--- config.mk ---
export PLATFORM = sky130hd
export DESIGN_NAME = keyseq_watchdog
export DESIGN_NICKNAME = d
export VERILOG_FILES = /design/src/rtl/keyseq_wdg_pkg.sv /design/src/rtl/keyseq_wdg_counter.sv /design/src/rtl/keyseq_wdg_keytrack.sv /design/src/rtl/keyseq_wdg_trip.sv /design/src/rtl/keyseq_watchdog.sv
export SDC_FILE = /design/constraint.sdc
export NUM_CORES = 1
export LEC_CHECK = 0
export BUFFER_PORTS_ARGS = -buffer_cell sky130_fd_sc_hd__buf_4
export CORE_MARGIN = 4
export CORE_UTILIZATION = 30
export DETAILED_ROUTE_END_ITERATION = 12
export PLACE_DENSITY = 0.44
export SYNTH_ARGS = -nofsm -noshare
export SYNTH_HDL_FRONTEND = slang
export SYNTH_SLANG_ARGS = --single-unit
--- constraint.sdc ---
create_clock -name clk -period 2.65 [get_ports clk]
set_clock_uncertainty 0.05 [all_clocks]
set_input_delay 0 -clock clk [delete_from_list [all_inputs] [get_ports clk]]
set_output_delay 0 -clock clk [all_outputs]
set_load 0.01 [all_outputs]
--- src/rtl/keyseq_wdg_pkg.sv ---
package keyseq_wdg_pkg;
  localparam int SEL_W = 3;
  localparam logic [7:0] KEY_ARM  = 8'h55;
  localparam logic [7:0] KEY_FIRE = 8'hAA;

  typedef enum logic [1:0] {WR_NONE, WR_ARM, WR_FIRE, WR_ILLEGAL} wr_kind_e;

  // log2 of the period for a given select value
  function automatic int unsigned span_log2(input int unsigned base_log,
                                            input logic [SEL_W-1:0] sel);
    int unsigned s;
    s = {{(32-SEL_W){1'b0}}, sel};
    return base_log + (s << 1);
  endfunction

  // first count value that lies in the service window (last quarter)
  function automatic logic [31:0] window_start(input logic [31:0] len);
    return len - (len >> 2);
  endfunction

  function automatic wr_kind_e classify(input logic [7:0] d);
    case (d)
      KEY_ARM:  return WR_ARM;
      KEY_FIRE: return WR_FIRE;
      default:  return WR_ILLEGAL;
    endcase
  endfunction
endpackage

--- src/rtl/keyseq_wdg_counter.sv ---
module keyseq_wdg_counter #(
  parameter int BASE_LOG = 10,
  parameter int CW       = 25
) (
  input  logic                              clk,
  input  logic                              rst_n,
  input  logic                              active,
  input  logic                              restart,
  input  logic [keyseq_wdg_pkg::SEL_W-1:0]  sel,
  output logic [CW-1:0]                     cnt,
  output logic                              at_end,
  output logic                              in_window
);
  logic [31:0] len32;
  logic [CW-1:0] len;
  logic [CW-1:0] win_lo;

  assign len32     = 32'd1 << keyseq_wdg_pkg::span_log2(BASE_LOG, sel);
  assign len       = len32[CW-1:0];
  assign win_lo    = keyseq_wdg_pkg::window_start(len32)[CW-1:0];
  assign at_end    = active && (cnt >= len - CW'(1));
  assign in_window = cnt >= win_lo;

  always_ff @(posedge clk or negedge rst_n) begin
    if (!rst_n)                 cnt <= '0;
    else if (restart || !active) cnt <= '0;
    else if (!at_end)           cnt <= cnt + CW'(1);
  end
endmodule

--- src/rtl/keyseq_wdg_keytrack.sv ---
module keyseq_wdg_keytrack (
  input  logic       clk,
  input  logic       rst_n,
  input  logic       active,
  input  logic       flush,
  input  logic       svc_wr,
  input  logic [7:0] svc_data,
  input  logic       win_ok,
  output logic       armed,
  output logic       svc_done,
  output logic       bad_value,
  output logic       bad_order,
  output logic       early_key
);
  import keyseq_wdg_pkg::*;

  wr_kind_e kind;
  logic     is_key;

  assign kind      = (svc_wr && active) ? classify(svc_data) : WR_NONE;
  assign is_key    = (kind == WR_ARM) || (kind == WR_FIRE);
  assign early_key = is_key && !win_ok;
  assign bad_value = (kind == WR_ILLEGAL);
  assign bad_order = (kind == WR_FIRE) && !armed;
  assign svc_done  = (kind == WR_FIRE) && armed && win_ok;

  always_ff @(posedge clk or negedge rst_n) begin
    if (!rst_n)                armed <= 1'b0;
    else if (flush || !active) armed <= 1'b0;
    else if (kind == WR_ARM)   armed <= 1'b1;
    else if (svc_done)         armed <= 1'b0;
  end
endmodule

--- src/rtl/keyseq_wdg_trip.sv ---
module keyseq_wdg_trip (
  input  logic clk,
  input  logic rst_n,
  input  logic active,
  input  logic bad_value,
  input  logic bad_order,
  input  logic early_key,
  input  logic at_end,
  input  logic svc_done,
  output logic trip,
  output logic rst_req
);
  logic expired;

  assign expired = at_end && !svc_done;
  assign trip    = active && (bad_value || bad_order || early_key || expired);

  always_ff @(posedge clk or negedge rst_n) begin
    if (!rst_n) rst_req <= 1'b0;
    else        rst_req <= trip;
  end
endmodule

--- src/rtl/keyseq_watchdog.sv ---
module keyseq_watchdog #(
  parameter int BASE_LOG = 10
) (
  input  logic                             clk,
  input  logic                             rst_n,
  input  logic                             wd_en,
  input  logic [keyseq_wdg_pkg::SEL_W-1:0] period_sel,
  input  logic                             window_en,
  input  logic                             svc_wr,
  input  logic [7:0]                       svc_data,
  output logic                             rst_req
);
  localparam int SEL_MAX = (1 << keyseq_wdg_pkg::SEL_W) - 1;
  localparam int CW      = BASE_LOG + 2 * SEL_MAX + 1;

  logic          active;
  logic          win_ok;
  logic          trip;
  logic          svc_done;
  logic          armed;
  logic          bad_value;
  logic          bad_order;
  logic          early_key;
  logic          at_end;
  logic          in_window;
  logic [CW-1:0] cnt;

  assign active = wd_en && (period_sel != '0);
  assign win_ok = !window_en || in_window;

  keyseq_wdg_counter #(.BASE_LOG(BASE_LOG), .CW(CW)) u_cnt (
    .clk(clk), .rst_n(rst_n), .active(active), .restart(trip || svc_done),
    .sel(period_sel), .cnt(cnt), .at_end(at_end), .in_window(in_window)
  );

  keyseq_wdg_keytrack u_key (
    .clk(clk), .rst_n(rst_n), .active(active), .flush(trip),
    .svc_wr(svc_wr), .svc_data(svc_data), .win_ok(win_ok),
    .armed(armed), .svc_done(svc_done), .bad_value(bad_value),
    .bad_order(bad_order), .early_key(early_key)
  );

  keyseq_wdg_trip u_trip (
    .clk(clk), .rst_n(rst_n), .active(active), .bad_value(bad_value),
    .bad_order(bad_order), .early_key(early_key), .at_end(at_end),
    .svc_done(svc_done), .trip(trip), .rst_req(rst_req)
  );
endmodule

== Word level (Yosys, flattened, before mapping) ==
Index checks and enable logic that the tools add are counted.

* Order comparisons: 2
* Shifts and indexed selects: 1
* Reduce and logical (&&, ||, !) cells: 24
* Mux-type cells: 7
* $add $sub $neg: 4
* Equal/unequal tests: 6

{| class="wikitable"
|+ Operators by type and width
! operator !! count
|-
| >= comparator 25 bit || 2
|-
| two-way mux 25 bit || 2
|-
| left shift 1 x 5 -> 27 bit, first input constant || 1
|-
| adder 25 x 1 -> 25 bit, second input constant || 1
|-
| subtractor 25 x 1 -> 25 bit, second input constant || 1
|-
| subtractor 25 bit || 1
|-
| logical AND 1 bit || 9
|-
| equality test 8 x 7 -> 1 bit, second input constant || 1
|-
| equality test 8 bit, second input constant || 1
|-
| logical OR 1 bit || 8
|-
| nonzero test 3 bit || 2
|-
| adder 4 x 4 -> 5 bit, first input constant || 1
|-
| zero test 1 bit || 5
|-
| equality test 2 bit, second input constant || 2
|-
| one-hot mux 2 bit (2 select lines) || 1
|-
| two-way mux 1 bit || 3
|-
| equality test 2 x 1 -> 1 bit, second input constant || 1
|-
| two-way mux 2 bit || 1
|-
| inequality test 2 bit, second input constant || 1
|}

* Logic and storage cells: 47
* Bits of input ports: 16
* Register bits: 27
* Output and inout bits: 1

== Depth between registers and ports, before layout ==
Gate-level depths: netlist of the first run.

* Depth in word-level cells: 14
* Gate-level depth with buffers: 19
* Gate-level depth less buffers: 17

== By module ==
Synthesis of the first run repeated with hierarchy kept, for this count alone.

* Cells, all modules: 417
* Area, all modules: 3588.4 µm²

{| class="wikitable"
|+ Modules (own cells, without submodules)
! module !! cells an instance !! seq. area each (µm²) !! area each (µm²) !! instances
|-
| keyseq_wdg_counter || 392 || 625.6 || 3345.7 || 1
|-
| keyseq_wdg_keytrack || 19 || 25.0 || 178.9 || 1
|-
| keyseq_wdg_trip || 3 || 25.0 || 42.5 || 1
|-
| keyseq_watchdog || 3 || 0.0 || 21.3 || 1
|}

== Worst setup path before layout of the first run ==
OpenSTA, ideal clock, no wires.

* Path kind: input -> register
* Start point: in period_sel[0] (netlist name)
* End point: reg u_cnt.cnt[6]
* Setup slack: -1.056 ns
* Arrival time: 3.587 ns
* Library setup time: 0.069 ns
* Stages: 18
* Data required time: 2.531 ns
* Path buffers: 2
* Cell sequence: or3_1 -> buf_2 -> ha_1 -> nor3b_1 -> a21oi_1 -> a311oi_1 -> o31a_1 -> o21bai_1 -> xnor2_1 -> ha_1 -> a21oi_1 -> nor2b_1 -> o21ai_0 -> o2111ai_1 -> a221oi_4 -> nand4_4 -> buf_12 -> nor2_2

* Word-level cells in the longest chain between the ends: 14
* Elaborated cells on any way between the ends: 32
* Classes of those cells: add/sub (3); order compare (2); eq/ne (4); shift (1); mux (2); reduce/logical (20)

{| class="wikitable"
|+ Ends and longest elaborated chain
! what !! line !! source
|-
| start, declared || keyseq_watchdog.sv:7 || <nowiki>input logic [keyseq_wdg_pkg::SEL_W-1:0] period_sel,</nowiki>
|-
| branches (longest 14 deep; another with subtractor 25 bit) || n/a ||
|-
| end signal, assigned || keyseq_wdg_counter.sv:27 || <nowiki>else if (!at_end) cnt <= cnt + CW'(1);</nowiki>
|-
| end, declared || keyseq_wdg_counter.sv:10 || <nowiki>output logic [CW-1:0] cnt,</nowiki>
|}

Several ways; the timed one is not identified.
A chain may end at the register's enable or synchronous reset.

== Worst setup path after layout of the first run ==
* Start point: in period_sel[2] (netlist name)
* End point: reg u_cnt.cnt[21]

Same word-level chain as after synthesis.

==> results of run 1 <==
-- how the worst max path moves through the flow --
| stage | startpoint | endpoint | slack, ns | cells past startpoint |
|---|---|---|---|---|
| 2_1_floorplan | period_sel[2] | u_cnt.cnt[0] | -0.72 | 19 |
| 3_3_place_gp | period_sel[2] | u_trip.rst_req | -1.27 | 18 |
| 3_5_place_dp | period_sel[2] | u_cnt.cnt[10] | -1.29 | 19 |
| 4_1_cts | period_sel[2] | u_cnt.cnt[10] | -0.79 | 18 |
| 5_1_grt | period_sel[2] | u_cnt.cnt[24] | -0.99 | 18 |
| 6_report | period_sel[2] | u_cnt.cnt[21] | -0.79 | 18 |
-- logic make-up (layout without fill, tap and decap cells) --
group           after synthesis  in the layout  synth area share [%]
fa+ha+maj                    75             75                  28.1
compound gates               62             62                  13.1
simple gates                146            146                  23.0
xor+xnor                     42             42                  11.0
buf+inv                      32            111                  4.38
other cells                   2             25                 0.225
flops                        27             27                  20.2
-- worst max-delay path, cell delays in order --
cell	delay (ns)
sky130_fd_sc_hd__buf_8	0.10
sky130_fd_sc_hd__or3_4	0.41
sky130_fd_sc_hd__buf_4	0.16
sky130_fd_sc_hd__ha_4	0.22
sky130_fd_sc_hd__a21oi_4	0.18
sky130_fd_sc_hd__a311oi_4	0.13
sky130_fd_sc_hd__or3_4	0.40
sky130_fd_sc_hd__a21oi_2	0.19
sky130_fd_sc_hd__xnor2_1	0.13
sky130_fd_sc_hd__ha_1	0.26
sky130_fd_sc_hd__nand4_1	0.13
sky130_fd_sc_hd__nor4_2	0.05
sky130_fd_sc_hd__buf_4	0.14
sky130_fd_sc_hd__and2_1	0.15
sky130_fd_sc_hd__a2111o_1	0.48
sky130_fd_sc_hd__nand4_4	0.20
sky130_fd_sc_hd__buf_12	0.17
sky130_fd_sc_hd__nor2_1	0.05
-- power by group through the flow --
stage | clock, mW | combinational, mW | sequential, mW
finish | 0.258 | 0.563 | 0.424
global route | 0.284 | 0.633 | 0.426
CTS | 0.267 | 0.528 | 0.424
detailed placement | 0 | 0.500 | 0.432
global placement | 0 | 0.495 | 0.432
floorplan | 0 | 0.317 | 0.430
-- synthesized netlist by cell type (all sizes together), types with 4 or more instances --
cell type	number
a21oi	23
nor2	41
dfrtp	27
nand4	10
inv	28
nor3	9
ha	75
a21o	5
nor2b	7
xnor2	29
buf	4
xor2	13
nand2	32
and3	9
o21ai	12
nor4bb	4
nand3	18
-- registers in the layout, indices dropped and copies added (netlist names) --
register        count
u_cnt.cnt          25
u_key.armed         1
u_trip.rst_req      1
-- per-layer routing --
layer,up-vias,track usage [%]
met2,26,20.5
li1,1540,-
met1,1366,20.2
met4,0,1.20
met3,4,1.43
met5,-,0
-- final cells by class --
class	instances	area share, %
repair buffers	79	14.5
multi-input cells	350	62.9
well taps	140	3.95
inverters	28	2.37
flip-flops and latches	27	15.2
clock buffers	4	1.02
-- per-stage QoR --
step / setup WS, ns / setup TNS (ns)
3_5_place_dp: -1.29 / -34.34
2_1_floorplan: -0.724 / -18.79
5_1_grt: -0.994 / -26.08
6_report: -0.789 / -20.73
4_1_cts: -0.788 / -20.43
3_3_place_gp: -1.27 / -32.82
-- what timing repair did --
| item | 4_1_cts | 5_1_grt |
|---|---|---|
| setup endpoints to repair | 27 | 27 |
| cloned | 0 | 2 |
| hold endpoints to repair | 28 | 0 |
| buffers inserted | 3 | 3 |
| hold buffers | 2 | 0 |
| gates resized for setup | 13 | 20 |
| pin swaps | 6 | 5 |
==> impl_results.md, run 1 <==
* Run status: finished, violations left
* Number of I/O pins at 17
* Met3 routed wirelength at 175 µm
* Highest-count cells in the layout ignoring fill and taps: sky130_fd_sc_hd__ha_1, sky130_fd_sc_hd__buf_4, sky130_fd_sc_hd__nand2_1
* Failing checks: setup timing
* Internal reg-to-reg setup slack at 0.18 ns
* Register cell area after layout at 676 µm²
* Internal power at 806 µW
* Depth of the CTS H-tree at 1
* Clock slew seen by the registers of the worst setup and hold paths at 0.12 ns
* Antenna Nets Post-Route at 0
* Count of flip-flops with a built-in enable after synthesis at 0
* Antenna diode count at 0
* Switching power share of the total at 35.2%
* Die boundary height at 114 µm
* Setup repair after global routing missed its margin: yes
* Clock power frac at 20.7%
* Reg-to-Reg End: u_cnt.cnt[8]
* Library cells used by synthesis at 53
* Clock period minus final worst setup slack at 3.44 ns
* Latest clock arrival within the worst-skew pair at 0.29 ns
* Endpoint type of the worst setup path: register
* Uppermost layer routed: met4
* Final-report max-slew violation count at 0
* Maximum clock rate at 0.291 GHz
* Number of vias per cell after detailed routing at 4.68
* Hold violation count in the final report at 0
* Bufs on Longest Clock Path at 2
* Number of synthesized register bits at 27
* Site Rows at 38
* Setup CP Type: in2reg
* Count of input and output buffers at 16
* Worst VDD drop at 0.169 mV
* Cell Area, Synth at 3340 µm²
* Net switching component of the power at 439 µW
* Vias after detailed routing at 2936
* Maximum fanout encountered on the critical timing path at 13
* Async set or reset register ratio after synthesis at 100%
* Worst Reg-to-Reg Cells at 9
* Kind of start point of the critical path: input pin
* Total power at 1.24 mW
* Biggest area contributors in the synthesized netlist: sky130_fd_sc_hd__ha_1, sky130_fd_sc_hd__dfrtp_1, sky130_fd_sc_hd__xnor2_1
* Power per cell area at 281 nW/µm²
* Worst path required time at 2.77 ns
* Flip-flop cell with the highest count after synthesis: sky130_fd_sc_hd__dfrtp_1
* CTS Sinks at 27
* Global-route total usage across every layer at 13.1%
* Register area share after synthesis at 20.2%
* Total instance count after detailed placement at 614
* Leakage power at 2.10 nW
* Final Net Count at 580
* Core ar. at 10900 µm²
* Path class of the lowest-slack min-delay path: in2async
* Routed metal-1 wire length at 4500 µm
* Detailed Route WL at 8370 µm
* Worst-case setup margin in the final layout at -0.789 ns
* Area added between synthesis and finish at 32.7%
* Detailed placer's ending HPWL at 6850 µm
* Detailed route wirelength on metal2 at 3680 µm
* Cell at the root of the clock tree: sky130_fd_sc_hd__clkbuf_8
* Core occupancy in the finished layout at 40.7%
* Gate Count Post-Synth at 386
* Pin count of the biggest net entering global routing at 28
* Post-route fraction of the period consumed by the critical path at 130%
* Final count of negative-setup-slack endpoints at 27
* Residual overflow from global routing at 0
* Global placer's final weighted congestion at 0.773
* Critical path arrival at 3.56 ns
* Global-route wire length before repair at 13900 µm
* Count of warnings emitted by yosys at 0
* Fill cell total of the finished layout at 1103
* Power share of the combinational group at 45.2%
* Number of violations of the max-capacitance limit at 0
* Worst hold margin at 0.119 ns
* Starting Density at 30.7%
* Number of CTS-inserted buffers at 3
* Multi-input combinational cell area at 2790 µm²
* Iteration-0 DRC Markers at 83
* Avg WL per Cell at 13.3 µm
* Number of global-route vias before repair at 2778
* Count of placed standard cells in the final layout, fillers left out at 628
* X dimension of the die at 114 µm
* Number of detailed-route iterations in the first pass at 4
* RR Startpoint: u_cnt.cnt[14]
* Overall die area at 12900 µm²
* Portion of total power attributed to sequential cells at 34.1%
* Post-synthesis cell type with the largest combined area: sky130_fd_sc_hd__ha_1
* Remaining design rule violation count at 0
* Clock tree from TritonCTS: done
* Post-synthesis average cell area at 8.66 µm²
* Fraction of final layout cells sized beyond drive strength 1 at 26.8%
* Number of antenna violations at the first check in global routing at 0
* Final non-filler cell area at 4440 µm²
* Area share of the largest cell type after synthesis at 28.1%
* Total cell area at the placement stage at 4160 µm²
No activity file was read; power rests on OpenSTA's default activity.
==> run 2, diff against run 1 <==
--- a/config.mk
+++ b/config.mk
@@ -5,6 +5,7 @@
 export SDC_FILE = /design/constraint.sdc
 export NUM_CORES = 1
 export LEC_CHECK = 0
+export ABC_AREA = 1
 export BUFFER_PORTS_ARGS = -buffer_cell sky130_fd_sc_hd__buf_4
 export CORE_MARGIN = 4
 export CORE_UTILIZATION = 30
==> run 2 against run 1 <==
The run still ends with setup timing left. Hold slack got worse by 0.031 ns. Sequential share of layout area decreased by 2.3 points. Sequential power about the same. Via count increased by 23%. Critical path type unchanged. Worst setup slack improved by 0.51 ns. Synthesized cell count increased by 36%. Highest routed layer unchanged. First-iteration DRC count increased by 20%. Power increased by 19%. Largest cell class unchanged. Combinational power increased by 25%. Global-route usage increased by 1.7 points. Final cell count increased by 30%.
==> impl_results.md, run 2 <==
* Run status: finished, violations left
* Failing checks: setup timing
* Gate Count Post-Synth at 525 (+36%)
* Number of flip-flops under the largest register name at 25 (unchanged)
* Leakage power at 2.53 nW (+20%)
* Detailed Route WL at 10200 µm (+22%)
* Worst VDD drop at 0.178 mV (+5.5%)
* Number of global-route vias before repair at 3561 (+28%)
* Critical path arrival at 3.05 ns (-0.51 ns)
* Async set or reset register ratio after synthesis at 100% (unchanged)
* Detailed placer's ending HPWL at 8850 µm (+29%)
* Clock tree from TritonCTS: done
* Number of synthesized register bits at 27 (unchanged)
* Fraction of final layout cells sized beyond drive strength 1 at 31.8% (+4.9 points)
* Biggest area contributors in the synthesized netlist: sky130_fd_sc_hd__ha_1, sky130_fd_sc_hd__dfrtp_1, sky130_fd_sc_hd__nand2_1
* Pin count of the biggest net entering global routing at 28 (unchanged)
* Hold path cells at 3
* Count of flip-flops with a built-in enable after synthesis at 0 (unchanged)
* Highest-count cells in the layout ignoring fill and taps: sky130_fd_sc_hd__nand2_1, sky130_fd_sc_hd__buf_4, sky130_fd_sc_hd__ha_1
* Fill cell total of the finished layout at 1353 (+23%)
* Critical Path Slowest Stage Cell: sky130_fd_sc_hd__ha_4
* Count of placed standard cells in the final layout, fillers left out at 817 (+30%)
* Post-Place Setup Slack at -0.729 ns (+0.563 ns)
* Number of detailed-route iterations in the first pass at 4 (unchanged)
* Latest clock arrival within the worst-skew pair at 0.27 ns (-0.02 ns)
* Path class of the lowest-slack min-delay path: in2reg
* Endpoint type of the worst setup path: register
* Post-synthesis cell type with the largest combined area: sky130_fd_sc_hd__ha_1
* Number of antenna violations at the first check in global routing at 0 (unchanged)
* Power per cell area at 283 nW/µm² (+0.69%)
* Global-route wire length before repair at 17400 µm (+26%)
* Avg WL per Cell at 12.5 µm (-6.0%)
* Worst-case setup margin in the final layout at -0.275 ns (+0.514 ns)
* Total power at 1.48 mW (+19%)
* Clock period minus final worst setup slack at 2.93 ns (-0.514 ns)
* Hold violation count in the final report at 0 (unchanged)
* CP cell instances: buf_8, nor2_4, inv_2, nor2_4, inv_4, ha_4, inv_6, nor4_4, nand3_2, nand3_2, buf_4, xor2_2, ha_1, a21oi_1, o21ai_1, a21oi_2, nand2_1, inv_1, nand3_1, nand2_1, inv_2, buf_4, buf_6, a21oi_1
* Clock slew seen by the registers of the worst setup and hold paths at 0.07 ns (-0.05 ns)
* Remaining design rule violation count at 0 (unchanged)
* Final count of negative-setup-slack endpoints at 27 (unchanged)
* X dimension of the die at 121 µm (+6.9%)
* Worst path required time at 2.77 ns (about the same)
* Starting Density at 30.6% (-0.14 points)
* Cell with the most instances after synthesis: sky130_fd_sc_hd__nand2_1
* Cell at the root of the clock tree: sky130_fd_sc_hd__clkbuf_16
* Post-route fraction of the period consumed by the critical path at 110% (-19 points)
* CP bufs+invs at 9 (+5)
* Global-route total usage across every layer at 14.8% (+1.7 points)
* Maximum fanout encountered on the critical timing path at 5 (-8)
* Residual overflow from global routing at 0 (unchanged)
* Setup CP Type: in2reg
* Area added between synthesis and finish at 35.7%
* Regs by FF count: u_cnt.cnt x25, u_key.armed x1, u_trip.rst_req x1
* Count of input and output buffers at 16 (unchanged)
* Hold Path End: u_trip.rst_req
* Number of vias per cell after detailed routing at 4.40 (-5.8%)
* Maximum clock rate at 0.342 GHz (+18%)
* Final-report max-slew violation count at 0 (unchanged)
* Overall die area at 14700 µm² (+14%)
* Bufs on Longest Clock Path at 2 (unchanged)
* Total instance count after detailed placement at 801 (+30%)
* Number of I/O pins at 17 (unchanged)
* Vias after detailed routing at 3597 (+23%)
* Core occupancy in the finished layout at 41.5% (+0.72 points)
* Area share of the largest cell type after synthesis at 24.3% (-3.7 points)
* Core ar. at 12600 µm² (+16%)
* Number of violations of the max-capacitance limit at 0 (unchanged)
* CTS Sinks at 27 (unchanged)
* Reg-to-Reg End: u_cnt.cnt[22]
* Final Net Count at 737 (+27%)
* Setup repair after global routing missed its margin: yes
* Depth of the CTS H-tree at 1 (unchanged)
* Number of CTS-inserted buffers at 3 (unchanged)
* Library cells used by synthesis at 37 (-30%)
* Delay of the slowest critical-path stage at 0.29 ns (-0.19 ns)
* Die boundary height at 121 µm (+6.9%)
* Register area share after synthesis at 17.5% (-2.7 points)
* Most common cell after layout, fill and taps aside: sky130_fd_sc_hd__nand2_1
* Internal reg-to-reg setup slack at 0.32 ns (+0.14 ns)
* Flip-flop cell with the highest count after synthesis: sky130_fd_sc_hd__dfrtp_1
* Hold_sp: wd_en
* Site Rows at 41 (+7.9%)
* Global placer's final weighted congestion at 0.857 (+11%)
* Most numerous cell types in the synthesized netlist: sky130_fd_sc_hd__nand2_1, sky130_fd_sc_hd__ha_1, sky130_fd_sc_hd__inv_1, sky130_fd_sc_hd__nor2_1, sky130_fd_sc_hd__a21oi_1
* Kind of start point of the critical path: input pin
* Cell class contributing the biggest share of worst-path delay: simple AND/OR/NAND/NOR gates
* Count of warnings emitted by yosys at 0 (unchanged)
* Iteration-0 DRC Markers at 100 (+20%)
* Cell Area, Synth at 3860 µm² (+15%)
* Largest register by flop count: u_cnt.cnt
* Post-synthesis average cell area at 7.35 µm² (-15%)
* Worst Reg-to-Reg Cells at 9 (unchanged)
* RR Startpoint: u_cnt.cnt[10]
* Antenna diode count at 0 (unchanged)
* Antenna Nets Post-Route at 0 (unchanged)
[run 2: where the power goes]
part	leakage, nW	internal, mW	switching, mW	total (mW)
Clock	0.0382	0.206	0.146	0.352
Sequential	0.375	0.417	0.00416	0.421
Combinational	2.11	0.336	0.369	0.705
[run 2: layout make-up]
cell class                 count  area (µm²)  area share, %
multi-input combinational    440        3190           60.9
timing repair buffer          96         766           14.6
sequential                    27         676           12.9
inverter                      78         308           5.88
tap                          172         215           4.11
clock buffer                   4        78.8           1.51
[run 2: what timing repair did]
item / 4_1_cts / 5_1_grt
hold buffers: 1 / 0
endpoints found under the setup margin: 27 / 27
endpoints found under the hold margin: 27 / 0
gates resized for setup: 27 / 15
setup buffers: 7 / 6
pin swaps: 25 / 15
[run 2: kinds of logic (layout without fill, tap and decap cells)]
family                     count (synthesis)  in the layout  share of synthesized area (%)
AOI/OAI and AO/OA                         59             59                           8.47
xor gates and xnor gates                  32             32                           7.27
adders and majority gates                 75             75                           24.3
buffers and inverters                     81            178                           8.40
DFF                                       27             27                           17.5
other                                      2             25                          0.195
and+or+nand+nor                          249            249                           33.8
[run 2: worst register-to-register path, cell delays in order, from the launching register on]
cell	delay (ns)
sky130_fd_sc_hd__dfrtp_1	0.48
sky130_fd_sc_hd__ha_1	0.38
sky130_fd_sc_hd__nand4_1	0.10
sky130_fd_sc_hd__nor3_1	0.35
sky130_fd_sc_hd__nand4_1	0.22
sky130_fd_sc_hd__nand3_1	0.19
sky130_fd_sc_hd__inv_1	0.09
sky130_fd_sc_hd__nand3_4	0.15
sky130_fd_sc_hd__buf_12	0.17
sky130_fd_sc_hd__nor2_4	0.04
[run 2: metrics by stage]
stage | TNS, ns | hold slack, ns | cell area [µm²]
detailed placement | -18.28 | -0.105 | 4920
global placement | -14.71 | -0.107 | 4920
global route | -12.17 | 0.0859 | 5230
floorplan | -3.54 | -0.346 | 4100
CTS | -7.01 | 0.0973 | 5130
finish | -6.57 | 0.0878 | 5230
[run 2: how the worst max path moves through the flow]
stage | startpoint | to | cells after the start
after floorplan | period_sel[0] | u_cnt.cnt[4] | 28
after global placement | period_sel[1] | u_cnt.cnt[3] | 31
after detailed placement | period_sel[1] | u_cnt.cnt[11] | 31
after CTS | period_sel[1] | u_cnt.cnt[10] | 29
after global routing | period_sel[1] | u_cnt.cnt[16] | 29
final | period_sel[1] | u_trip.rst_req | 24
[run 2: layer usage]
metal | wire, µm | GRT usage, % | up-vias
li1 | - | - | 1916
met1 | 4840 | 19.1 | 1651
met2 | 5080 | 26.5 | 26
met3 | 217 | 1.96 | 4
met4 | 96 | 2.52 | 0
met5 | 0 | 0 | -
